$ cat src/rtl/spi_reg_host_pkg.sv
package spi_reg_host_pkg;
  localparam int BYTE_W = 8;
  localparam int WORD_W = 16;

  localparam logic [BYTE_W-1:0] DEF_ACK    = 8'h41;
  localparam logic [BYTE_W-1:0] DEF_NACK   = 8'h4E;
  localparam logic [BYTE_W-1:0] DEF_CMD_RD = 8'h01;
  localparam logic [BYTE_W-1:0] DEF_CMD_WR = 8'h81;
  localparam logic [BYTE_W-1:0] DEF_DUMMY  = 8'h00;

  typedef enum logic [1:0] {
    XS_OK       = 2'd0,
    XS_TIMEOUT  = 2'd1,
    XS_BADREPLY = 2'd2
  } xfer_status_e;

  typedef enum logic [2:0] {
    PH_CMD, PH_ADDR, PH_WLO, PH_WHI, PH_POLL, PH_RLO, PH_RHI
  } byte_phase_e;

  typedef enum logic [1:0] {
    SQ_IDLE, SQ_LOAD, SQ_SHIFT, SQ_GAP
  } seq_state_e;
endpackage

$ cat src/rtl/spi_byte_shifter.sv
module spi_byte_shifter
  import spi_reg_host_pkg::*;
#(
  parameter int DIV_HALF = 2
) (
  input  logic              clk,
  input  logic              rst_n,
  input  logic              start,
  input  logic [BYTE_W-1:0] tx_byte,
  output logic              busy,
  output logic              done,
  output logic [BYTE_W-1:0] rx_byte,
  output logic              sclk,
  output logic              mosi,
  input  logic              miso
);
  localparam int DIV_CW = (DIV_HALF > 1) ? $clog2(DIV_HALF) : 1;
  localparam logic [DIV_CW-1:0] DIV_LAST = DIV_CW'(DIV_HALF - 1);
  localparam int BIT_CW = $clog2(BYTE_W);
  localparam logic [BIT_CW-1:0] BIT_LAST = BIT_CW'(BYTE_W - 1);

  logic [DIV_CW-1:0] div_cnt;
  logic [BIT_CW-1:0] bit_cnt;
  logic [BYTE_W-1:0] tx_sh;
  logic [BYTE_W-1:0] rx_sh;

  always_ff @(posedge clk or negedge rst_n) begin
    if (!rst_n) begin
      busy    <= 1'b0;
      done    <= 1'b0;
      sclk    <= 1'b0;
      div_cnt <= '0;
      bit_cnt <= '0;
      tx_sh   <= '0;
      rx_sh   <= '0;
    end else begin
      done <= 1'b0;
      if (!busy) begin
        if (start) begin
          busy    <= 1'b1;
          tx_sh   <= tx_byte;
          div_cnt <= '0;
          bit_cnt <= '0;
          sclk    <= 1'b0;
        end
      end else if (div_cnt == DIV_LAST) begin
        div_cnt <= '0;
        if (!sclk) begin
          sclk  <= 1'b1;
          rx_sh <= {rx_sh[BYTE_W-2:0], miso};
        end else begin
          sclk <= 1'b0;
          if (bit_cnt == BIT_LAST) begin
            busy <= 1'b0;
            done <= 1'b1;
          end else begin
            bit_cnt <= bit_cnt + 1'b1;
            tx_sh   <= {tx_sh[BYTE_W-2:0], 1'b0};
          end
        end
      end else begin
        div_cnt <= div_cnt + 1'b1;
      end
    end
  end

  assign mosi    = busy & tx_sh[BYTE_W-1];
  assign rx_byte = rx_sh;
endmodule

$ cat src/rtl/spi_gap_timer.sv
module spi_gap_timer #(
  parameter int CNT_W = 16
) (
  input  logic             clk,
  input  logic             rst_n,
  input  logic             load,
  input  logic [CNT_W-1:0] load_val,
  output logic             expired
);
  logic [CNT_W-1:0] cnt;

  always_ff @(posedge clk or negedge rst_n) begin
    if (!rst_n)              cnt <= '0;
    else if (load)           cnt <= load_val;
    else if (cnt != '0)      cnt <= cnt - 1'b1;
  end

  assign expired = (cnt == '0);
endmodule

$ cat src/rtl/spi_reg_seq.sv
module spi_reg_seq
  import spi_reg_host_pkg::*;
#(
  parameter int ADDR_W = 8,
  parameter int GAP_W  = 16,
  parameter int POLL_W = 8,
  parameter logic [BYTE_W-1:0] CODE_ACK  = DEF_ACK,
  parameter logic [BYTE_W-1:0] CODE_NACK = DEF_NACK,
  parameter logic [BYTE_W-1:0] CMD_RD    = DEF_CMD_RD,
  parameter logic [BYTE_W-1:0] CMD_WR    = DEF_CMD_WR,
  parameter logic [BYTE_W-1:0] FILLER    = DEF_DUMMY
) (
  input  logic              clk,
  input  logic              rst_n,
  input  logic              req_valid,
  output logic              req_ready,
  input  logic              req_write,
  input  logic [ADDR_W-1:0] req_addr,
  input  logic [WORD_W-1:0] req_wdata,
  input  logic [GAP_W-1:0]  gap_cycles,
  input  logic [POLL_W-1:0] poll_limit,
  output logic              done,
  output logic [WORD_W-1:0] done_rdata,
  output logic [1:0]        done_status,
  output logic              ssel_n,
  output logic              byte_start,
  output logic [BYTE_W-1:0] byte_tx,
  input  logic              byte_done,
  input  logic [BYTE_W-1:0] byte_rx,
  output logic              gap_load,
  output logic [GAP_W-1:0]  gap_val,
  input  logic              gap_expired
);
  localparam int LIM_W = POLL_W + 1;

  seq_state_e   state_q;
  byte_phase_e  phase_q;
  xfer_status_e stat_q;
  logic              wr_q, fin_q;
  logic [ADDR_W-1:0] addr_q;
  logic [WORD_W-1:0] wdata_q, rdata_q;
  logic [GAP_W-1:0]  gap_q;
  logic [POLL_W-1:0] limit_q, nack_q;
  logic [LIM_W-1:0]  eff_limit, nack_next;

  assign eff_limit = (limit_q == '0) ? LIM_W'(1) : {1'b0, limit_q};
  assign nack_next = {1'b0, nack_q} + LIM_W'(1);

  assign req_ready  = (state_q == SQ_IDLE);
  assign byte_start = (state_q == SQ_LOAD);
  assign gap_load   = (state_q == SQ_SHIFT) && byte_done;
  assign gap_val    = gap_q;

  always_comb begin
    unique case (phase_q)
      PH_CMD:  byte_tx = wr_q ? CMD_WR : CMD_RD;
      PH_ADDR: byte_tx = BYTE_W'(addr_q);
      PH_WLO:  byte_tx = wdata_q[BYTE_W-1:0];
      PH_WHI:  byte_tx = wdata_q[WORD_W-1:BYTE_W];
      default: byte_tx = FILLER;
    endcase
  end

  always_ff @(posedge clk or negedge rst_n) begin
    if (!rst_n) begin
      state_q     <= SQ_IDLE;
      phase_q     <= PH_CMD;
      stat_q      <= XS_OK;
      wr_q        <= 1'b0;
      fin_q       <= 1'b0;
      addr_q      <= '0;
      wdata_q     <= '0;
      rdata_q     <= '0;
      gap_q       <= '0;
      limit_q     <= '0;
      nack_q      <= '0;
      ssel_n      <= 1'b1;
      done        <= 1'b0;
      done_rdata  <= '0;
      done_status <= '0;
    end else begin
      done <= 1'b0;
      unique case (state_q)
        SQ_IDLE: begin
          if (req_valid) begin
            wr_q    <= req_write;
            addr_q  <= req_addr;
            wdata_q <= req_wdata;
            gap_q   <= gap_cycles;
            limit_q <= poll_limit;
            nack_q  <= '0;
            rdata_q <= '0;
            fin_q   <= 1'b0;
            stat_q  <= XS_OK;
            phase_q <= PH_CMD;
            ssel_n  <= 1'b0;
            state_q <= SQ_LOAD;
          end
        end
        SQ_LOAD: state_q <= SQ_SHIFT;
        SQ_SHIFT: begin
          if (byte_done) begin
            state_q <= SQ_GAP;
            unique case (phase_q)
              PH_CMD:  phase_q <= PH_ADDR;
              PH_ADDR: phase_q <= wr_q ? PH_WLO : PH_POLL;
              PH_WLO:  phase_q <= PH_WHI;
              PH_WHI:  phase_q <= PH_POLL;
              PH_POLL: begin
                if (byte_rx == CODE_ACK) begin
                  if (wr_q) begin
                    fin_q  <= 1'b1;
                    stat_q <= XS_OK;
                  end else begin
                    phase_q <= PH_RLO;
                  end
                end else if (byte_rx == CODE_NACK) begin
                  if (nack_next >= eff_limit) begin
                    fin_q  <= 1'b1;
                    stat_q <= XS_TIMEOUT;
                  end else begin
                    nack_q <= nack_q + 1'b1;
                  end
                end else begin
                  fin_q  <= 1'b1;
                  stat_q <= XS_BADREPLY;
                end
              end
              PH_RLO: begin
                rdata_q[BYTE_W-1:0] <= byte_rx;
                phase_q             <= PH_RHI;
              end
              default: begin
                rdata_q[WORD_W-1:BYTE_W] <= byte_rx;
                fin_q                    <= 1'b1;
                stat_q                   <= XS_OK;
              end
            endcase
          end
        end
        default: begin
          if (gap_expired) begin
            if (fin_q) begin
              state_q     <= SQ_IDLE;
              ssel_n      <= 1'b1;
              done        <= 1'b1;
              done_status <= stat_q;
              done_rdata  <= rdata_q;
            end else begin
              state_q <= SQ_LOAD;
            end
          end
        end
      endcase
    end
  end
endmodule

$ cat src/rtl/spi_reg_host.sv
module spi_reg_host
  import spi_reg_host_pkg::*;
#(
  parameter int ADDR_W   = 8,
  parameter int GAP_W    = 16,
  parameter int POLL_W   = 8,
  parameter int DIV_HALF = 2,
  parameter logic [7:0] CODE_ACK  = DEF_ACK,
  parameter logic [7:0] CODE_NACK = DEF_NACK,
  parameter logic [7:0] CMD_RD    = DEF_CMD_RD,
  parameter logic [7:0] CMD_WR    = DEF_CMD_WR,
  parameter logic [7:0] FILLER    = DEF_DUMMY
) (
  input  logic              clk,
  input  logic              rst_n,
  input  logic              req_valid,
  output logic              req_ready,
  input  logic              req_write,
  input  logic [ADDR_W-1:0] req_addr,
  input  logic [15:0]       req_wdata,
  input  logic [GAP_W-1:0]  gap_cycles,
  input  logic [POLL_W-1:0] poll_limit,
  output logic              done,
  output logic [15:0]       done_rdata,
  output logic [1:0]        done_status,
  output logic              sclk,
  output logic              mosi,
  input  logic              miso,
  output logic              ssel_n
);
  logic              byte_start, byte_busy, byte_done, gap_load, gap_expired;
  logic [BYTE_W-1:0] byte_tx, byte_rx;
  logic [GAP_W-1:0]  gap_val;

  spi_reg_seq #(
    .ADDR_W(ADDR_W), .GAP_W(GAP_W), .POLL_W(POLL_W),
    .CODE_ACK(CODE_ACK), .CODE_NACK(CODE_NACK),
    .CMD_RD(CMD_RD), .CMD_WR(CMD_WR), .FILLER(FILLER)
  ) i_seq (
    .clk(clk), .rst_n(rst_n),
    .req_valid(req_valid), .req_ready(req_ready), .req_write(req_write),
    .req_addr(req_addr), .req_wdata(req_wdata),
    .gap_cycles(gap_cycles), .poll_limit(poll_limit),
    .done(done), .done_rdata(done_rdata), .done_status(done_status),
    .ssel_n(ssel_n),
    .byte_start(byte_start), .byte_tx(byte_tx),
    .byte_done(byte_done), .byte_rx(byte_rx),
    .gap_load(gap_load), .gap_val(gap_val), .gap_expired(gap_expired)
  );

  spi_byte_shifter #(.DIV_HALF(DIV_HALF)) i_shift (
    .clk(clk), .rst_n(rst_n),
    .start(byte_start), .tx_byte(byte_tx),
    .busy(byte_busy), .done(byte_done), .rx_byte(byte_rx),
    .sclk(sclk), .mosi(mosi), .miso(miso)
  );

  spi_gap_timer #(.CNT_W(GAP_W)) i_gap (
    .clk(clk), .rst_n(rst_n),
    .load(gap_load), .load_val(gap_val), .expired(gap_expired)
  );
endmodule

$ cat config.mk
export PLATFORM = sky130hd
export DESIGN_NAME = spi_reg_host
export DESIGN_NICKNAME = d
export VERILOG_FILES = /design/src/rtl/spi_reg_host_pkg.sv /design/src/rtl/spi_byte_shifter.sv /design/src/rtl/spi_gap_timer.sv /design/src/rtl/spi_reg_seq.sv /design/src/rtl/spi_reg_host.sv
export SDC_FILE = /design/constraint.sdc
export NUM_CORES = 1
export LEC_CHECK = 0
export ABC_AREA = 1
export BUFFER_PORTS_ARGS = -buffer_cell sky130_fd_sc_hd__buf_2
export CAP_MARGIN = 10
export CORE_UTILIZATION = 30
export CTS_CLUSTER_DIAMETER = 30
export DETAILED_ROUTE_END_ITERATION = 16
export HOLD_SLACK_MARGIN = 0.05
export PLACE_DENSITY = 0.53
export SLEW_MARGIN = 40
export SYNTH_ARGS = -nofsm -noshare
export SYNTH_HDL_FRONTEND = slang
export SYNTH_SLANG_ARGS = --single-unit
$ cat constraint.sdc
create_clock -name clk -period 4.1 [get_ports clk]
set_clock_uncertainty 0.1 [all_clocks]
set_input_delay 0.205 -clock clk [delete_from_list [all_inputs] [get_ports clk]]
set_output_delay 0.205 -clock clk [all_outputs]
set_load 0.01 [all_outputs]
==> results of run 1 <==
-- cell usage in the layout, fill, tap and decap left out, types with 7 or more instances in the layout --
cell	count
o21ai_0	58
dlygate4sd3_1	51
inv_1	83
dfrtp_1	139
ha_1	20
nand3_1	35
clkbuf_16	17
buf_2	74
a21oi_1	13
xor2_1	8
nand4_1	7
nand2_1	310
nor2_1	47
-- flip-flops by register name (all words and copies together) (netlist names), 16 cells and up --
name	flops
i_gap.cnt	16
i_seq.done_rdata	16
i_seq.wdata_q	16
i_seq.rdata_q	16
i_seq.gap_val	16
-- what timing repair did --
| item | in CTS | in global routing |
|---|---|---|
| gates resized for setup | 0 | 0 |
| endpoints found under the hold margin | 131 | 0 |
| endpoints found under the setup margin | 0 | 0 |
| hold buffers | 51 | 0 |
-- kinds of logic (layout without fill, tap and decap cells) --
logic type / after synthesis / in the layout
compound gates: 102 / 102
xor+xnor: 11 / 11
fa+ha+maj: 20 / 20
buf+inv: 111 / 250
flops: 140 / 140
mux: 2 / 2
simple gates: 428 / 428
-- worst max-delay path by stage --
stage                      from           endpoint  slack (ps)
6_report       i_seq.state_q[0]   i_seq.rdata_q[5]        1320
5_1_grt        i_seq.state_q[0]   i_seq.rdata_q[7]         940
4_1_cts        i_seq.state_q[0]  i_seq.rdata_q[14]        1260
3_5_place_dp   i_seq.state_q[0]  i_seq.rdata_q[14]        1290
3_3_place_gp   i_seq.state_q[0]  i_seq.rdata_q[14]        1330
2_1_floorplan   i_seq.nack_q[0]    i_seq.nack_q[0]        1860
-- cell type report --
| cell class | instances | area (µm²) | share of cell area |
|---|---|---|---|
| Multi-Input combinational cell | 563 | 2750 | 0.325 |
| Timing Repair Buffer | 129 | 917 | 0.108 |
| Clock buffer | 17 | 425 | 0.0503 |
| Inverter | 89 | 342 | 0.0404 |
| Clock inverter | 15 | 170 | 0.0201 |
| Tap cell | 280 | 350 | 0.0414 |
| Sequential cell | 140 | 3500 | 0.414 |
-- power by group through the flow --
stage | clock network [mW] | logic [mW] | registers [mW]
3_3_place_gp | 0 | 1.64 | 2.21
2_1_floorplan | 0 | 1.27 | 2.12
3_5_place_dp | 0 | 1.66 | 2.22
6_report | 1.56 | 1.68 | 2.20
4_1_cts | 1.60 | 1.71 | 2.20
5_1_grt | 1.66 | 1.98 | 2.26
-- stage by stage --
step / utilization / cells / worst slack, ps
after floorplan: - / 814 / 1860
after global routing: 0.388 / 1233 / 937
after CTS: 0.387 / 1233 / 1260
after detailed placement: 0.337 / 1150 / 1290
final: 0.388 / 1233 / 1320
after global placement: 0.336 / 1150 / 1330
-- worst max-delay path: stages (launching register included) --
cell	delay (ps)
dfrtp_1	410
inv_1	90
ha_1	620
inv_2	280
o21ai_0	210
nand2_1	110
inv_2	220
nand2_1	350
o21ai_0	280
-- metal layers --
metal / track usage / up-vias / share of wire
met5: 0 / - / 0
met4: 0.0395 / 0 / 0.0075
met3: 0.0343 / 8 / 0.035
met2: 0.234 / 83 / 0.45
met1: 0.204 / 2501 / 0.50
li1: - / 2849 / -
==> flow_summary_export.csv, run 1 <==
group,metric,value,unit
outcome,outcome,"complete, no violations",
critical_path,crit_type,"reg -> reg",
logic_synthesis,synth_top_family_by_area,"simple AND/OR/NAND/NOR gates",
logic_synthesis,ys.flop_type,"dfrtp_1",
cts,htree_levels,4,
cts,cts_buffers,17,
pwr,max-vdd-ir-drop,337,µV
routing,routedWlPerCell,12.7,µm
floorplan,fp.dieArea,22900,µm²
critical_path,start_kind,"flop",
logic_synthesis,ys_warn_count,0,
layout,design_area,8460,µm²
job,max_cap_violations,0,
logic_synthesis,synth-seq-cells,140,
logic_synthesis,synth-edff-count,0,
critical_path,arrival,3010,ps
floorplan,die_h,151,µm
pwr,leakagePower,4.39,nW
logic_synthesis,synthesis.nets,887,
logic_synthesis,syn_inst,814,
sta,clock.fmax,0.360,GHz
routing,ant_nets,0,
sta,setup-violations-final,0,
sta,slew_headroom,0.505,
min_path,min_from,"req_valid",
place,placed_area,7340,µm²
global_route,grt_max_degree,84,
pwr,power.internal,3.34,mW
pwr,power_frac_comb,0.309,
pwr,p_clk_frac,0.287,
logic_synthesis,synthTopCellsByArea,"dfrtp_1 52%, nand2_1 17%, inv_1 4.7%",
logic_synthesis,yosys.area.top_type,"dfrtp_1",
logic_synthesis,synth-adder-area-share,0.0374,
logic_synthesis,netlist-cell-type-count,44,
pwr,total_power,5.43,mW
floorplan,die-width,151,µm
routing,vias,5441,
global_route,grt_pass1_wl,26.5,mm
cts,cts_sinks,140,
pwr,powerDensity,643,nW/µm²
floorplan,start_util,0.307,
routing,firstDrtPassIters,5,
logic_synthesis,synthSimpleGateAreaFrac,0.267,
critical_path,worstPathRequired,4330,ps
place,gp_congestion,0.790,
routing,drc,0,
pwr,pwr-share-seq,0.404,
global_route,antenna_found_initial,0,
critical_path,r2r_end,"i_seq.rdata_q[5]",
floorplan,rows,54,
global_route,grt_use_total,0.149,
sta,rsz0062_at_grt,"false",
logic_synthesis,syn_area,6690,µm²
sta,hold_viol_final,0,
cts,cts-root-buf,"clkbuf_16",
cts,post_cts_buffers,0,
global_route,grt_pass1_vias,5402,
floorplan,fp.coreArea,21800,µm²
layout,syn_to_final_growth,26.4,%
logic_synthesis,muxShareOfSynthArea,0.00337,
layout,drive_above_1_share,0.142,
sta,drv_slew,0,
logic_synthesis,ys_seq_area_frac,0.524,
critical_path,reg2reg_from,"i_seq.state_q[0]",
cts,cts_tree,"built",
cts,path_clk_slew,60,ps
routing,drt_iter0_markers,286,
place,port_buffers,75,
critical_path,reg2reg_slack,1320,ps
floorplan,io_pins,76,
sta,min_period_over_period,0.677,
global_route,overflow,0,
critical_path,worst-r2r-cell-count,8,
layout,antennaDiodeCount,0,
layout,nets,1013,
routing,wl,15.7,mm
place,dpl.hpwl,10.8,mm
sta,tns,0,ps
cts,cts_buffer_depth,2,
logic_synthesis,synthMostInstantiatedCell,"nand2_1",
sta,hold_ws,197,ps
layout,fill_cells,2248,
cts,insertion_delay,430,ps
pwr,switching_power,2.09,mW
critical_path,cp-end-kind,"flop",
logic_synthesis,synth_top_area_frac,0.520,
critical_path,crit_path_max_fanout,17,
sta,period_needed,2780,ps
logic_synthesis,synth_common_cells,"310 x nand2_1, 139 x dfrtp_1, 83 x inv_1",
routing,viasPerCell,4.41,
min_path,worstHoldEndpoint,"i_seq.state_q[1]",
logic_synthesis,syn_area_per_cell,8.22,µm²
min_path,hold_depth,4,
logic_synthesis,synth_xor_area_frac,0.0144,
min_path,min_path_type,"in -> reg",
pwr,swShare,0.385,
logic_synthesis,synth_compound_area_frac,0.0877,
sta,worstMarginPinSlew,741,ps
logic_synthesis,async_flop_share,1.00,
(Power assumes the default switching activity.)
==> run 2, diff against run 1 <==
- ABC_AREA: 1 -> 0
- PLACE_DENSITY: 0.53 -> 0.54
- clock period: 4.1 -> 2.4 ns (I/O delays scaled with it)
==> run 2 against run 1 <==
  * The run now ends with design-rule violations, negative setup slack left
  * Worst hold slack worse by 95 ps
  * Wire length rose by 3.7%
  * Via count is 5.7% lower
  * Sequential power rose by 81%
  * Worst setup slack got worse by 2000 ps
  * Non-clock buffer count grew 66
  * Global-route usage grew 0.081 points
  * Design area rose by 11%
  * Sequential share of layout area decreased by 4.0 points
  * Critical endpoint is now i_seq.nack_q[0]
==> flow_summary_export.csv, run 2 <==
group,metric,value,unit
critical_path,r2r_end,"i_seq.nack_q[0]",
job,max_cap_violations,0,
global_route,use_met2,0.256,
global_route,grt_max_degree,52,
critical_path,reg2reg_from,"i_seq.nack_q[0]",
logic_synthesis,syn_area_per_cell,11.7,µm²
pwr,p_clk_frac,0.253,
sta,hold_ws,102,ps
logic_synthesis,netlist-cell-type-count,60,
critical_path,reg2reg_slack,-670,ps
layout,fin_cells,1059,
layout,nets,839,
layout,syn_to_final_growth,38.0,%
logic_synthesis,syn_area,6780,µm²
sta,period_needed,3070,ps
logic_synthesis,ys_seq_area_frac,0.517,
critical_path,worst-r2r-cell-count,13,
global_route,overflow,0,
floorplan,fp.coreArea,22000,µm²
routing,drc,2,
place,gp_congestion,0.806,
pwr,swShare,0.351,
sta,worstMarginPinSlew,644,ps
logic_synthesis,async_flop_share,1.00,
critical_path,path_buf_inv,3,
cts,cts_tree,"built",
logic_synthesis,synthTopCellsByArea,"dfrtp_1 51%, mux2_2 15%, ha_1 3.7%",
floorplan,rows,54,
floorplan,start_util,0.308,
layout,most-common-layout-cells,"139 x dfrtp_1, 81 x mux2_2, 74 x buf_2",
critical_path,start_kind,"flop",
sta,hold_viol_final,0,
critical_path,crit_path_max_fanout,5,
pwr,max-vdd-ir-drop,538,µV
global_route,met3_usage,0.0307,
pwr,powerDensity,1160,nW/µm²
layout,final_common_cell,"dfrtp_1",
cts,cts_buffer_depth,2,
place,port_buffers,75,
routing,drt_iter0_markers,277,
place,dp_cells,961,
cts,cts-root-buf,"clkbuf_16",
logic_synthesis,ys.flop_type,"dfrtp_1",
outcome,outcome,"complete, but fails checks",
logic_synthesis,synth_common_cells,"139 x dfrtp_1, 90 x mux2_2, 46 x nand2_1",
critical_path,crit_type,"reg -> reg",
critical_path,max_stage_delay,450,ps
cts,htree_levels,4,
sta,clock.fmax,0.325,GHz
routing,wl,16.3,mm
place,placed_area,7910,µm²
global_route,grt_pass1_wl,27.7,mm
cts,cts_buffers,17,
sta,tns,-6510,ps
logic_synthesis,synth-edff-count,0,
routing,ant_nets,0,
critical_path,critical_path.top_delay_family,"simple AND/OR/NAND/NOR gates",
cts,cts_sinks,140,
layout,drive_above_1_share,0.404,
sta,min_period_over_period,1.28,
routing,routedWlPerCell,15.4,µm
logic_synthesis,syn_inst,578,
routing,firstDrtPassIters,10,
outcome,violations,"design-rule violations, negative setup slack",
critical_path,startpoint,"i_seq.nack_q[0]",
cts,insertion_delay,420,ps
sta,layout_setup_ws,-673,ps
global_route,antenna_found_initial,0,
sta,setup-violations-final,21,
floorplan,io_pins,76,
critical_path,cpMostUsedCell,"and3_4",
routing,viasPerCell,4.85,
sta,slew_headroom,0.568,
pwr,pwr-share-seq,0.366,
global_route,grt_use_total,0.150,
critical_path,arrival,3330,ps
pwr,switching_power,3.82,mW
logic_synthesis,synthesis.nets,651,
logic_synthesis,yosys.area.top_type,"dfrtp_1",
routing,vias,5133,
floorplan,fp.dieArea,23200,µm²
sta,drv_slew,0,
critical_path,worstPathRequired,2650,ps
pwr,power_frac_comb,0.381,
layout,design_area,9360,µm²
place,dpl.hpwl,11.0,mm
logic_synthesis,ys_warn_count,0,
critical_path,path_cells,"and3_4 -> and3_4 -> and3_4 -> xnor2_4 -> inv_2 -> ha_4 -> and3_4 -> a221o_1 -> buf_6 -> a2111oi_4 -> buf_4 -> nand4b_1 -> nand3_1",
critical_path,crit_slowest_cell,"a2111oi_4",
min_path,min_path_type,"in -> async",
logic_synthesis,synthMostInstantiatedCell,"dfrtp_1",
floorplan,die_h,152,µm
pwr,leakagePower,4.31,nW
logic_synthesis,synth-seq-cells,140,
floorplan,die-width,152,µm
global_route,met1_usage,0.183,
logic_synthesis,synth_top_area_frac,0.513,
global_route,grt_pass1_vias,5562,
global_route,top_usage_layer,"met2",
layout,antennaDiodeCount,0,
pwr,power.internal,7.07,mW
critical_path,cp-end-kind,"flop",
sta,rsz0062_at_grt,"true",
cts,path_clk_slew,60,ps
==> run 2: area by class of cell <==
class / instances / area (µm²)
inverter: 18 / 67.6
clock buffer: 17 / 425
tap: 280 / 350
timing repair buffer: 195 / 1520
multi-input combinational: 394 / 3300
sequential: 140 / 3500
fill: 2093 / 12700
clock inverter: 15 / 195
==> run 2: layer usage <==
metal	up-vias	wire length (µm)
met4	0	328
met5	-	0
met1	2545	7270
met3	25	453
met2	92	8230
li1	2471	-
==> run 2: stage by stage <==
| step | power, mW | setup WS (ps) | utilization |
|---|---|---|---|
| 2_1_floorplan | 6.53 | -485 | - |
| 3_3_place_gp | 7.67 | -589 | 0.359 |
| 3_5_place_dp | 7.88 | -682 | 0.359 |
| 4_1_cts | 10.9 | -659 | 0.421 |
| 5_1_grt | 11.7 | -826 | 0.425 |
| 6_report | 10.9 | -673 | 0.425 |
==> run 2: cell families (layout without fill, tap and decap cells) <==
family | after synthesis | in the layout | share of synthesized area
AOI/OAI and AO/OA | 85 | 85 | 0.0852
xor gates and xnor gates | 14 | 14 | 0.0181
adders and majority gates | 20 | 20 | 0.0369
buffers and inverters | 44 | 245 | 0.0303
DFF | 140 | 140 | 0.517
muxes | 103 | 103 | 0.177
and+or+nand+nor | 172 | 172 | 0.136
==> run 2: worst max path at each step <==
stage                            to  slack [ps]  cells after the start
floorplan           i_seq.nack_q[4]        -480                     12
global placement    i_seq.nack_q[4]        -590                     12
detailed placement  i_seq.nack_q[2]        -680                     11
CTS                 i_seq.nack_q[2]        -660                     11
global route        i_seq.nack_q[0]        -830                     13
finish              i_seq.nack_q[0]        -670                     13
==> run 2: repair_timing <==
item	4_1_cts	5_1_grt
cloned	2	0
pin swaps	16	20
hold endpoints to repair	190	0
buffers inserted	10	7
gates resized for setup	18	18
setup endpoints to repair	29	33
hold buffers	51	0
==> run 2: power by group through the flow <==
| stage | sequential [mW] | combinational [mW] | clock [mW] |
|---|---|---|---|
| after floorplan | 3.84 | 2.69 | 0 |
| after global placement | 3.96 | 3.71 | 0 |
| after detailed placement | 4.02 | 3.86 | 0 |
| after CTS | 3.98 | 4.09 | 2.83 |
| after global routing | 4.12 | 4.59 | 2.95 |
| final | 3.98 | 4.15 | 2.76 |
==> run 2: worst register-to-register path, delay by kind of cell (launching register included) <==
family	cells	cell delay, ps
compound gates	2	810
xor+xnor	1	180
fa+ha+maj	1	210
buf+inv	3	390
flops	1	410
simple gates	6	920
==> run 3, diff against run 2 <==
- BUFFER_PORTS_ARGS: -buffer_cell sky130_fd_sc_hd__buf_2 -> default
- DONT_BUFFER_PORTS: default -> 1
- PLACE_DENSITY: 0.54 -> default
==> run 3 against run 2 <==
  * The run ends with design-rule violations, negative hold slack, negative setup slack left
  * Design area down 4.6%
  * Total power down 1.7%
  * Core utilization down 1.9 points
==> flow_summary_export.csv, run 3 (same netlist as run 2, synthesis figures left out) <==
group,metric,value,unit
place,dp_cells,889,
layout,drive_above_1_share,0.337,
place,gp_congestion,0.794,
layout,fin_util,0.406,
sta,hold_ws,-700,ps
cts,insertion_delay,420,ps
sta,period_needed,2910,ps
sta,min_period_over_period,1.21,
floorplan,die-width,152,µm
sta,tns,-4660,ps
sta,clock.fmax,0.344,GHz
sta,worstMarginPinSlew,549,ps
critical_path,cp-end-kind,"flop",
routing,ant_nets,0,
global_route,grt_max_degree,141,
pwr,max-vdd-ir-drop,628,µV
global_route,overflow,0,
floorplan,fp.dieArea,23200,µm²
pwr,powerDensity,1200,nW/µm²
pwr,power.internal,7.09,mW
pwr,swShare,0.337,
sta,setup-violations-final,16,
layout,fill_cells,2085,
place,placed_area,7540,µm²
global_route,grt_pass1_wl,25.4,mm
layout,antennaDiodeCount,0,
layout,fin_cells,984,
routing,firstDrtPassIters,11,
routing,viasPerCell,4.93,
floorplan,io_pins,76,
cts,cts_hold_buffers,51,
critical_path,crit_type,"reg -> reg",
pwr,total_power,10.7,mW
sta,slew_headroom,0.629,
floorplan,die_h,152,µm
cts,path_clk_slew,70,ps
layout,most-common-layout-cells,"139 x dfrtp_1, 81 x mux2_2, 61 x buf_4",
sta,hold_viol_final,140,
outcome,outcome,"complete, but fails checks",
floorplan,rows,54,
global_route,grt_use_total,0.137,
layout,nets,764,
sta,drv_slew,0,
cts,htree_levels,4,
pwr,power_frac_comb,0.370,
sta,layout_setup_ws,-511,ps
routing,drt_iter0_markers,241,
layout,final_common_cell,"dfrtp_1",
place,dpl.hpwl,9.74,mm
cts,cts_buffer_depth,2,
cts,cts-root-buf,"clkbuf_16",
routing,vias,4855,
place,port_buffers,0,
routing,drc,8,
pwr,switching_power,3.61,mW
place,post-place-ws,-600,ps
sta,rsz0062_at_grt,"true",
cts,cts_buffers,17,
critical_path,crit_path_max_fanout,4,
pwr,leakagePower,3.95,nW
layout,design_area,8930,µm²
critical_path,arrival,3160,ps
floorplan,start_util,0.308,
pwr,pwr-share-seq,0.374,
floorplan,fp.coreArea,22000,µm²
cts,cts_tree,"built",
routing,routedWlPerCell,15.7,µm
critical_path,start_kind,"flop",
global_route,antenna_found_initial,0,
pwr,p_clk_frac,0.256,
critical_path,worst-r2r-cell-count,11,
global_route,grt_pass1_vias,4923,
min_path,min_path_type,"in -> async",
outcome,violations,"design-rule violations, negative hold slack, negative setup slack",
cts,cts_sinks,140,
job,max_cap_violations,0,
critical_path,worstPathRequired,2650,ps
routing,wl,15.4,mm
layout,syn_to_final_growth,31.7,%
run 3: cell count changes in the layout (fill, tap and decap cells not counted), sizes merged:
cell    delta
inv        -3
clkbuf     +3
buf       -77
clkinv     +1
bufinv     +1
run 3: area by class of cell:
type / instances / area, µm² / area share
Clock inverter: 14 / 181 / 0.0203
Tap cell: 280 / 350 / 0.0392
Clock buffer: 18 / 429 / 0.0480
Multi-Input combinational cell: 394 / 3300 / 0.369
Sequential cell: 140 / 3500 / 0.392
Timing Repair Buffer: 120 / 1100 / 0.124
Inverter: 18 / 67.6 / 0.00756
run 3: power by group through the flow:
stage / Combinational (mW) / Sequential (mW) / Clock [mW]
floorplan: 2.69 / 3.84 / 0
global placement: 3.64 / 4.01 / 0
detailed placement: 3.71 / 4.04 / 0
CTS: 3.92 / 4.01 / 2.82
global route: 4.42 / 4.15 / 2.90
finish: 3.96 / 4.01 / 2.74
run 3: final timing paths:
kind	from	end	slack (ps)
max in group asynchronous	rst_n	i_seq.ssel_n	2680
min	rst_n	i_seq.limit_q[6]	-700
min in group clk	req_valid	i_seq.nack_q[7]	70
min reg2reg	i_shift.bit_cnt[1]	i_shift.bit_cnt[1]	370
max reg2reg	i_seq.nack_q[0]	i_seq.nack_q[2]	-510
max	i_seq.nack_q[0]	i_seq.nack_q[2]	-510
run 3: repair_timing:
action / in CTS / in global routing
buffers inserted: 5 / 4
hold endpoints to repair: 191 / 140
gates cloned: 0 / 3
pin swaps: 11 / 9
resized for setup: 16 / 11
endpoints found under the setup margin: 29 / 30
run 3: worst max-delay path, cell delays in order, from the launching register on:
cell and delay (ps):
dfrtp_1 400, and3_4 180, and3_4 180, and3_4 190, xnor2_4 170, inv_2 60
ha_4 210, and3_4 160, a221o_1 310, a2111o_1 380, or4_1 420, nand3_1 80
run 3: routing by layer:
metal,part of all wire,GRT usage,up-vias,wire length (µm)
li1,-,-,2330,-
met1,0.47,0.177,2417,7180
met2,0.49,0.219,87,7510
met3,0.033,0.0375,21,514
met4,0.014,0.0457,0,212
met5,0,0,-,0
